===== src/rtl/plru_pkg.sv =====
package plru_pkg;

  localparam int unsigned DEF_SETS = 128;
  localparam int unsigned DEF_WAYS = 4;

  // Meaning of a stored node bit when it is written on an access.
  typedef enum logic {
    SIDE_LOW  = 1'b0,
    SIDE_HIGH = 1'b1
  } side_e;

  // The walk toward a victim goes to the side opposite the recorded one.
  function automatic side_e away_from(input logic node_bit);
    return (node_bit == 1'b0) ? SIDE_HIGH : SIDE_LOW;
  endfunction

endpackage


===== src/rtl/plru_rst_sync.sv =====
module plru_rst_sync (
  input  logic clk,
  input  logic rst_n,
  output logic rst_sync_n
);

  logic [1:0] sync_q;

  always_ff @(posedge clk or negedge rst_n) begin
    if (!rst_n) begin
      sync_q <= 2'b00;
    end else begin
      sync_q <= {sync_q[0], 1'b1};
    end
  end

  assign rst_sync_n = sync_q[1];

endmodule


===== src/rtl/plru_update.sv =====
module plru_update #(
  parameter int unsigned WAYS = 4,
  localparam int unsigned LEVELS = $clog2(WAYS),
  localparam int unsigned NODES  = WAYS - 1,
  localparam int unsigned NODE_W = $clog2(NODES)
) (
  input  logic [NODES-1:0]  cur_bits,
  input  logic [LEVELS-1:0] way,
  output logic [NODES-1:0]  nxt_bits
);

  logic [NODE_W-1:0] node;

  // Follow the accessed way from the root; each visited node records
  // the side that was taken. Nodes off the path keep their value.
  always_comb begin
    nxt_bits = cur_bits;
    node     = '0;
    for (int lvl = 0; lvl < int'(LEVELS); lvl++) begin
      nxt_bits[node] = way[LEVELS-1-lvl];
      node = NODE_W'(2 * int'(node) + 1 + int'(way[LEVELS-1-lvl]));
    end
  end

  // an access rewrites at most one node per tree level
  always_comb begin
    p_path_only_r3: assert ($countones(nxt_bits ^ cur_bits) <= LEVELS || $isunknown(cur_bits))
      else $error("more tree nodes changed than lie on one path");
  end

endmodule


===== src/rtl/plru_victim.sv =====
module plru_victim #(
  parameter int unsigned WAYS = 4,
  localparam int unsigned LEVELS = $clog2(WAYS),
  localparam int unsigned NODES  = WAYS - 1,
  localparam int unsigned NODE_W = $clog2(NODES)
) (
  input  logic [NODES-1:0]  tree_bits,
  output logic [LEVELS-1:0] victim
);

  import plru_pkg::*;

  logic [NODE_W-1:0] node;
  side_e             step;

  // Walk from the root, at every node stepping away from the recorded side.
  always_comb begin
    victim = '0;
    node   = '0;
    step   = SIDE_LOW;
    for (int lvl = 0; lvl < int'(LEVELS); lvl++) begin
      step = away_from(tree_bits[node]);
      victim[LEVELS-1-lvl] = logic'(step);
      node = NODE_W'(2 * int'(node) + 1 + int'(logic'(step)));
    end
  end

endmodule


===== src/rtl/plru_state_array.sv =====
module plru_state_array #(
  parameter int unsigned NUM_SETS = 128,
  parameter int unsigned WAYS     = 4,
  localparam int unsigned SET_W  = $clog2(NUM_SETS),
  localparam int unsigned LEVELS = $clog2(WAYS),
  localparam int unsigned NODES  = WAYS - 1
) (
  input  logic              clk,
  input  logic              rst_n,
  input  logic              acc_valid,
  input  logic [SET_W-1:0]  acc_set,
  input  logic [LEVELS-1:0] acc_way,
  input  logic [SET_W-1:0]  rd_set,
  output logic [NODES-1:0]  rd_bits
);

  logic [NUM_SETS-1:0][NODES-1:0] state_q;
  logic [NUM_SETS-1:0][NODES-1:0] state_d;
  logic [NODES-1:0]               acc_cur;
  logic [NODES-1:0]               acc_nxt;
  logic                           wr_en;

  assign acc_cur = state_q[acc_set];

  plru_update #(.WAYS(WAYS)) u_update (
    .cur_bits (acc_cur),
    .way      (acc_way),
    .nxt_bits (acc_nxt)
  );

  assign wr_en = acc_valid;

  always_comb begin
    state_d = state_q;
    if (wr_en) begin
      state_d[acc_set] = acc_nxt;
    end
  end

  always_ff @(posedge clk or negedge rst_n) begin
    if (!rst_n) begin
      state_q <= '0;
    end else if (wr_en) begin
      state_q <= state_d;
    end
  end

  assign rd_bits = state_q[rd_set];

  // root of the accessed set records the half holding the accessed way
  p_root_half_r2: assert property (@(posedge clk) disable iff (!rst_n)
    acc_valid |=> state_q[$past(acc_set)][0] == $past(acc_way[LEVELS-1]))
    else $error("root bit does not record accessed half");

  // a set that is not the target of a valid access holds its bits
  for (genvar s = 0; s < int'(NUM_SETS); s++) begin : g_hold
    p_set_hold_r4: assert property (@(posedge clk) disable iff (!rst_n)
      !(acc_valid && acc_set == SET_W'(s)) |=> $stable(state_q[s]))
      else $error("set %0d changed without an access", s);
  end

endmodule


===== src/rtl/tree_plru.sv =====
module tree_plru #(
  parameter int unsigned NUM_SETS = plru_pkg::DEF_SETS,
  parameter int unsigned WAYS     = plru_pkg::DEF_WAYS,
  localparam int unsigned SET_W  = $clog2(NUM_SETS),
  localparam int unsigned LEVELS = $clog2(WAYS),
  localparam int unsigned NODES  = WAYS - 1
) (
  input  logic              clk,
  input  logic              rst_n,
  input  logic              acc_valid,
  input  logic [SET_W-1:0]  acc_set,
  input  logic [LEVELS-1:0] acc_way,
  input  logic [SET_W-1:0]  vic_set,
  output logic [LEVELS-1:0] vic_way
);

  logic             rst_s_n;
  logic [NODES-1:0] vic_bits;

  plru_rst_sync u_rst_sync (
    .clk        (clk),
    .rst_n      (rst_n),
    .rst_sync_n (rst_s_n)
  );

  plru_state_array #(.NUM_SETS(NUM_SETS), .WAYS(WAYS)) u_state (
    .clk       (clk),
    .rst_n     (rst_s_n),
    .acc_valid (acc_valid),
    .acc_set   (acc_set),
    .acc_way   (acc_way),
    .rd_set    (vic_set),
    .rd_bits   (vic_bits)
  );

  plru_victim #(.WAYS(WAYS)) u_victim (
    .tree_bits (vic_bits),
    .victim    (vic_way)
  );

  // leaving reset, every set points at the highest way
  p_reset_victim_r1: assert property (@(posedge clk)
    $rose(rst_s_n) |-> vic_way == '1)
    else $error("victim after reset is not the top way");

  // the way just accessed is never the next victim of its set
  p_not_recent_r8: assert property (@(posedge clk) disable iff (!rst_s_n)
    (acc_valid && rst_s_n) |=> (vic_set != $past(acc_set)) || (vic_way != $past(acc_way)))
    else $error("victim equals most recent way");

endmodule


===== config.mk =====
export PLATFORM = sky130hd
export DESIGN_NAME = tree_plru
export DESIGN_NICKNAME = d
export VERILOG_FILES = /design/src/rtl/plru_pkg.sv /design/src/rtl/plru_rst_sync.sv /design/src/rtl/plru_update.sv /design/src/rtl/plru_victim.sv /design/src/rtl/plru_state_array.sv /design/src/rtl/tree_plru.sv
export SDC_FILE = /design/constraint.sdc
export NUM_CORES = 1
export LEC_CHECK = 0
export CORE_ASPECT_RATIO = 0.75
export CORE_UTILIZATION = 57
export DETAILED_ROUTE_END_ITERATION = 10
export HOLD_SLACK_MARGIN = 0.15
export PLACE_DENSITY_LB_ADDON = 0.3
export SYNTH_ARGS = -nofsm -noshare
export SYNTH_HDL_FRONTEND = slang
export SYNTH_SLANG_ARGS = --single-unit

===== constraint.sdc =====
create_clock -name clk -period 11.7 [get_ports clk]
set_input_delay 3.51 -clock clk [delete_from_list [all_inputs] [get_ports clk]]
set_output_delay 3.51 -clock clk [all_outputs]
set_load 0.1 [all_outputs]

* Word-level counts from Yosys, hierarchy flattened
Cells that the tools add are included.
** Operators by class
- Add/subtract/negate cells :: 2
- Reductions and logical operators :: 2
- Mux-type cells :: 14
- Order comparisons :: 6
** Operators by type and width (count)
- $bwmux 384 :: 1
- $bmux 3 s7 :: 2
- $demux 3 s7 :: 1
- $lt 7x8->1 const B :: 2
- $mux 3 :: 3
- $ge 7x1->1 const B :: 1
- $lt 2x3->1 const B :: 2
- $add 1x1->2 const A :: 2
- $mux 1 :: 4
- $bwmux 3 :: 1
- $bmux 1 s2 :: 1
- $demux 1 s2 :: 1
- $ge 2x1->1 const B :: 1
- $logic_and 1x1->1 :: 2
** Storage, ports and cells
- Bits of input ports :: 19
- Flip-flop bits (word level) :: 386
- Logic and storage cells :: 153
- Output and inout port bits :: 2

* Logic depth before layout (Yosys ltp)
- Word-level depth :: 7
- Depth in mapped cells :: 12
- Mapped depth without buffers :: 7

* Modules after synthesis
From an unflattened synthesis, not the netlist that was laid out.
** Unflattened totals
- Cells, all modules :: 1588
- Area total of the unflattened synthesis :: 21394.3 µm²
** Modules (own cells, without submodules)
- plru_state_array :: instances 1, cells an instance 1579, area each 21289.2 µm², sequential area each 9609.2 µm²
- plru_rst_sync :: instances 1, cells an instance 3, area each 53.8 µm², sequential area each 50.0 µm²
- plru_update :: instances 1, cells an instance 3, area each 30.0 µm², sequential area each 0.0 µm²
- plru_victim :: instances 1, cells an instance 3, area each 21.3 µm², sequential area each 0.0 µm²

* Worst setup path after synthesis
No wires, ideal clock.
- Path kind :: in2out
- Start point :: input vic_set[0]
- End point :: output vic_way[0]
- Data arrival time :: 7.182 ns
- Data required time :: 8.190 ns
- Setup slack :: 1.008 ns
- Stages on the path :: 10
- Path buffers :: 3
- Cell sequence :: buf_2 > buf_4 > mux4_2 > a22oi_1 > nand2_1 > a21oi_1 > nor3b_1 > a311oi_2 > mux4_2 > buf_4
** On the way
- Longest elaborated chain between the ends :: 7
** RTL lines
- start: declaration :: line tree_plru.sv:13 : input logic [SET_W-1:0] vic_set,
- $bmux 3 s7 :: line plru_state_array.sv:48 : assign rd_bits = state_q[rd_set];
- $mux 3 (implied by the code) :: line plru_state_array.sv:48
- $mux 1 :: line plru_pkg.sv:14 : return (node_bit == 1'b0) ? SIDE_HIGH : SIDE_LOW;
- via vic_way[1] :: line tree_plru.sv:14 : output logic [LEVELS-1:0] vic_way
- $add 1x1->2 :: line plru_victim.sv:24 : node = NODE_W'(2 * int'(node) + 1 + int'(logic'(step)));
- $bmux 1 s2 :: line plru_victim.sv:22 : step = away_from(tree_bits[node]);
- $mux 1 (implied by the code) :: line plru_victim.sv:22
- $mux 1 :: line plru_pkg.sv:14
- end: declaration :: line tree_plru.sv:14
The timed path passes the listed nets, and every way through them passes these cells. The select of a mux whose other input is x is not followed.

* Worst setup path after layout
- Start point :: input vic_set[1]
- End point :: output vic_way[0]
** On the way
- Longest elaborated chain between the ends :: 7
** RTL lines (line)
- $bmux 3 s7 * :: plru_state_array.sv:48
- $mux 3 (implied by the code) * :: plru_state_array.sv:48
- $mux 1 :: plru_pkg.sv:14
- $add 1x1->2 :: plru_victim.sv:24
- $bmux 1 s2 * :: plru_victim.sv:22
- $mux 1 (implied by the code) * :: plru_victim.sv:22
- $mux 1 * :: plru_pkg.sv:14
Every way passes the cells marked *; elsewhere a longest branch is shown, timed or not. The select of a mux whose other input is x is not followed.

==> summary.txt <==
Outcome
  – Status: finished clean

Critical path
  – Worst setup SP type: input port
  – Reg-to-reg endpoint: u_state.state_q[14]
  – R2R depth: 7
  – Max incr delay on CP: 0.61 ns
  – Reg-to-reg slack, setup: 8.68 ns
  – Critical path startpoint: vic_set[1]
  – Critical Path AT: 6.81 ns
  – Crit path capture: vic_way[0]
  – CP bufs+invs: 3
  – Family with the most delay on the worst path: multiplexers
  – Worst Setup End Kind: primary output
  – WP data required: 8.19 ns
  – WS Path Type: input port to primary output
  – Stages on worst setup path: 9
  – Critical path cell sequence: buf_6 > buf_4 > mux4_2 > mux2_2 > nand2_1 > a31oi_1 > a311oi_2 > mux4_2 > buf_4
  – Critical R2R Launch: u_state.state_q[290]
  – Crit-path slowest cell: mux4_2
  – Crit Path Max Fanout: 49

Yosys
  – Avg Cell Area, Syn: 12.2 µm²
  – Synth Area in XOR/XNOR: 0%
  – Yosys reg bits: 386
  – Largest family of logic cells by synthesized area: multiplexers
  – Primary FF master, synth: dfrtp_1
  – Synth warn: 0
  – Compound-Gate Fraction of Synth Area: 11.1%
  – Post-synthesis adder-cell area fraction: 0%
  – Post-Syn Area: 19800 µm²
  – Post-synth EDFFs: 0
  – Synth Net Count: 1643
  – Synth unique cells: 52
  – Simple logic cell fraction of the synthesized area: 8.35%
  – Sequential area share after synthesis: 48.9%
  – Mux cell area share after synthesis: 27.8%
  – Post-synth ARST share: 100%
  – Cells after Synth: 1624

Detailed routing
  – DR vias/cell: 7.08
  – Detailed Routing Iterations Pass 1: 6
  – Post-route ant nets: 0
  – Drc violations: 0
  – DR iter-0 viols: 2478
  – Routed wire length: 59100 µm
  – Vias: 14673
  – DR WL/cell: 28.5 µm

Cells and area
  – Layout fillers: 2572
  – Most common cell after layout, fill and taps aside: dfrtp_1
  – Final instance area: 21500 µm²
  – Register Area: 9660 µm²
  – Ant diodes: 0
  – Area delta synth->final: 8.65%
  – Finished Core Util: 63.5%
  – Area of the multi-input gates: 9390 µm²
  – Share of cells above drive strength 1: 28.9%
  – Most frequent cells in the layout: dfrtp_1, nand2_1, mux2_2
  – Fin nets: 1613

Timing
  – Final Hold Vio Count: 0
  – Slew headroom: 13.6%
  – Tmin final: 10.32 ns
  – Max Slew Vio Count: 0
  – RSZ-0062 raised after global routing: no
  – Clock skew: 0.0155 ns
  – Least-Margin Pin Slew: 1.30 ns
  – Setup-failing EPs final: 0
  – Sum Neg Setup Slack: 0 ns
  – Tcrit/Tclk final: 88.2%
  – Worst Hold Slack: 0.352 ns
  – F_max: 0.0969 GHz

Clock network
  – Worst-Skew Late Latency: 0.55 ns
  – Root buf cell: clkbuf_16
  – Post-CTS setup-driven buffer insertion count: 0
  – Max Root-Sink Buffers: 3
  – Post-cts sizing count: 0
  – Clock transition at the registers of the reported paths: 0.06 ns
  – CTS Buf Count: 39
  – H-tree levels: 2
  – CTS tree: done
  – CTS Hold Buffers Added: 0
  – Clk sinks: 386

Floorplan
  – Placeable core area: 33800 µm²
  – Horiz. Die Dim: 217 µm
  – Die area: 35400 µm²
  – Starting density of the core: 58.4%
  – IO Count: 21
  – Site Rows: 58
  – Die height: 163 µm

Placement
  – HPWL Detailed: 38100 µm
  – PortBufs: 20
  – GPL Wtd Cong: 0.916
  – DP Area: 20100 µm²

Global route
  – Vias in the first global route: 14194
  – Antenna violations before repair: 2
  – Grt total ovfl: 0
  – Total GRT Usage: 34.4%
  – First-pass GRT wire length: 90400 µm
  – Largest net degree at the start of global routing: 163

Pwr
  – Leakage: 9.42 nW
  – Peak supply drop: 0.136 mV
  – Power per Cell Area: 151 nW/µm²

Job
  – Number of max-cap violations: 0

Min path
  – Class of the worst hold path: register to register
[synth_stat cells (all sizes together), types with 3 or more instances]
| library cell | n | area (µm²) |
|---|---|---|
| a211oi | 3 | 22.5 |
| a21oi | 13 | 65.1 |
| a221oi | 9 | 78.8 |
| a22o | 3 | 26.3 |
| a22oi | 122 | 916 |
| a31oi | 7 | 43.8 |
| a41oi | 17 | 149 |
| and2 | 14 | 87.6 |
| and3 | 6 | 37.5 |
| and3b | 4 | 35.0 |
| buf | 72 | 533 |
| clkbuf | 50 | 201 |
| dfrtp | 386 | 9660 |
| inv | 9 | 33.8 |
| mux2 | 258 | 2910 |
| mux2i | 43 | 430 |
| mux4 | 96 | 2160 |
| nand2 | 261 | 980 |
| nand2b | 6 | 37.5 |
| nand3 | 9 | 45.0 |
| nand4 | 10 | 62.6 |
| nor2 | 28 | 105 |
| nor2b | 9 | 56.3 |
| nor3 | 11 | 65.1 |
| nor3b | 6 | 66.3 |
| nor4 | 4 | 25.0 |
| o21ai | 134 | 671 |
| o22a | 3 | 26.3 |
| o22ai | 5 | 31.3 |
| o31ai | 6 | 45.0 |
| or2 | 5 | 31.3 |
[layout make-up]
type	instances	share of cell area (%)
sequential	386	45.0
multi-input combinational	1107	43.7
clock buffer	55	5.40
tap	450	2.62
timing repair buffer	51	2.05
clock inverter	14	1.04
inverter	9	0.157
[metrics by stage]
| step | setup WS [ns] | cells | power, mW |
|---|---|---|---|
| 2_1_floorplan | 0.145 | 1624 | 1.78 |
| 3_3_place_gp | 1.48 | 2003 | 1.89 |
| 3_5_place_dp | 1.41 | 2003 | 1.90 |
| 4_1_cts | 1.41 | 2072 | 3.25 |
| 5_1_grt | 1.28 | 2072 | 3.34 |
| 6_report | 1.38 | 2072 | 3.24 |
[how the worst min path moves through the flow]
stage / start / end / slack (ns) / depth (start not counted)
final: u_rst_sync.sync_q[0] / u_rst_sync.sync_q[1] / 0.35 / 0
after floorplan: u_rst_sync.sync_q[0] / u_rst_sync.sync_q[1] / 0.33 / 0
after global routing: u_rst_sync.sync_q[0] / u_rst_sync.sync_q[1] / 0.36 / 0
after global placement: u_rst_sync.sync_q[0] / u_rst_sync.sync_q[1] / 0.34 / 0
after CTS: u_rst_sync.sync_q[0] / u_rst_sync.sync_q[1] / 0.36 / 0
after detailed placement: u_rst_sync.sync_q[0] / u_rst_sync.sync_q[1] / 0.34 / 0
[power by group]
part           total, mW  internal (mW)  switching, mW
combinational      0.368          0.157          0.211
sequential          1.52           1.43         0.0900
clock               1.35          0.822          0.529
[cell families (layout without fill, tap and decap cells)]
group,count (synthesis),count (layout)
mux,397,397
flops,386,386
simple gates,375,375
compound gates,334,334
buf+inv,131,129
other cells,1,1
[state kept, by name, indices dropped and copies added (netlist names)]
register / cells
u_state.state_q: 384
u_rst_sync.sync_q: 2
[per-layer routing]
| layer | vias to the layer above | part of all wire, % | GRT usage [%] |
|---|---|---|---|
| li1 | 6013 | - | - |
| met1 | 7429 | 42 | 50.8 |
| met2 | 1063 | 41 | 47.6 |
| met3 | 166 | 14 | 11.9 |
| met4 | 2 | 3.1 | 10.4 |
| met5 | - | 0.020 | 0 |
No activity file was read; power rests on OpenSTA's default activity.
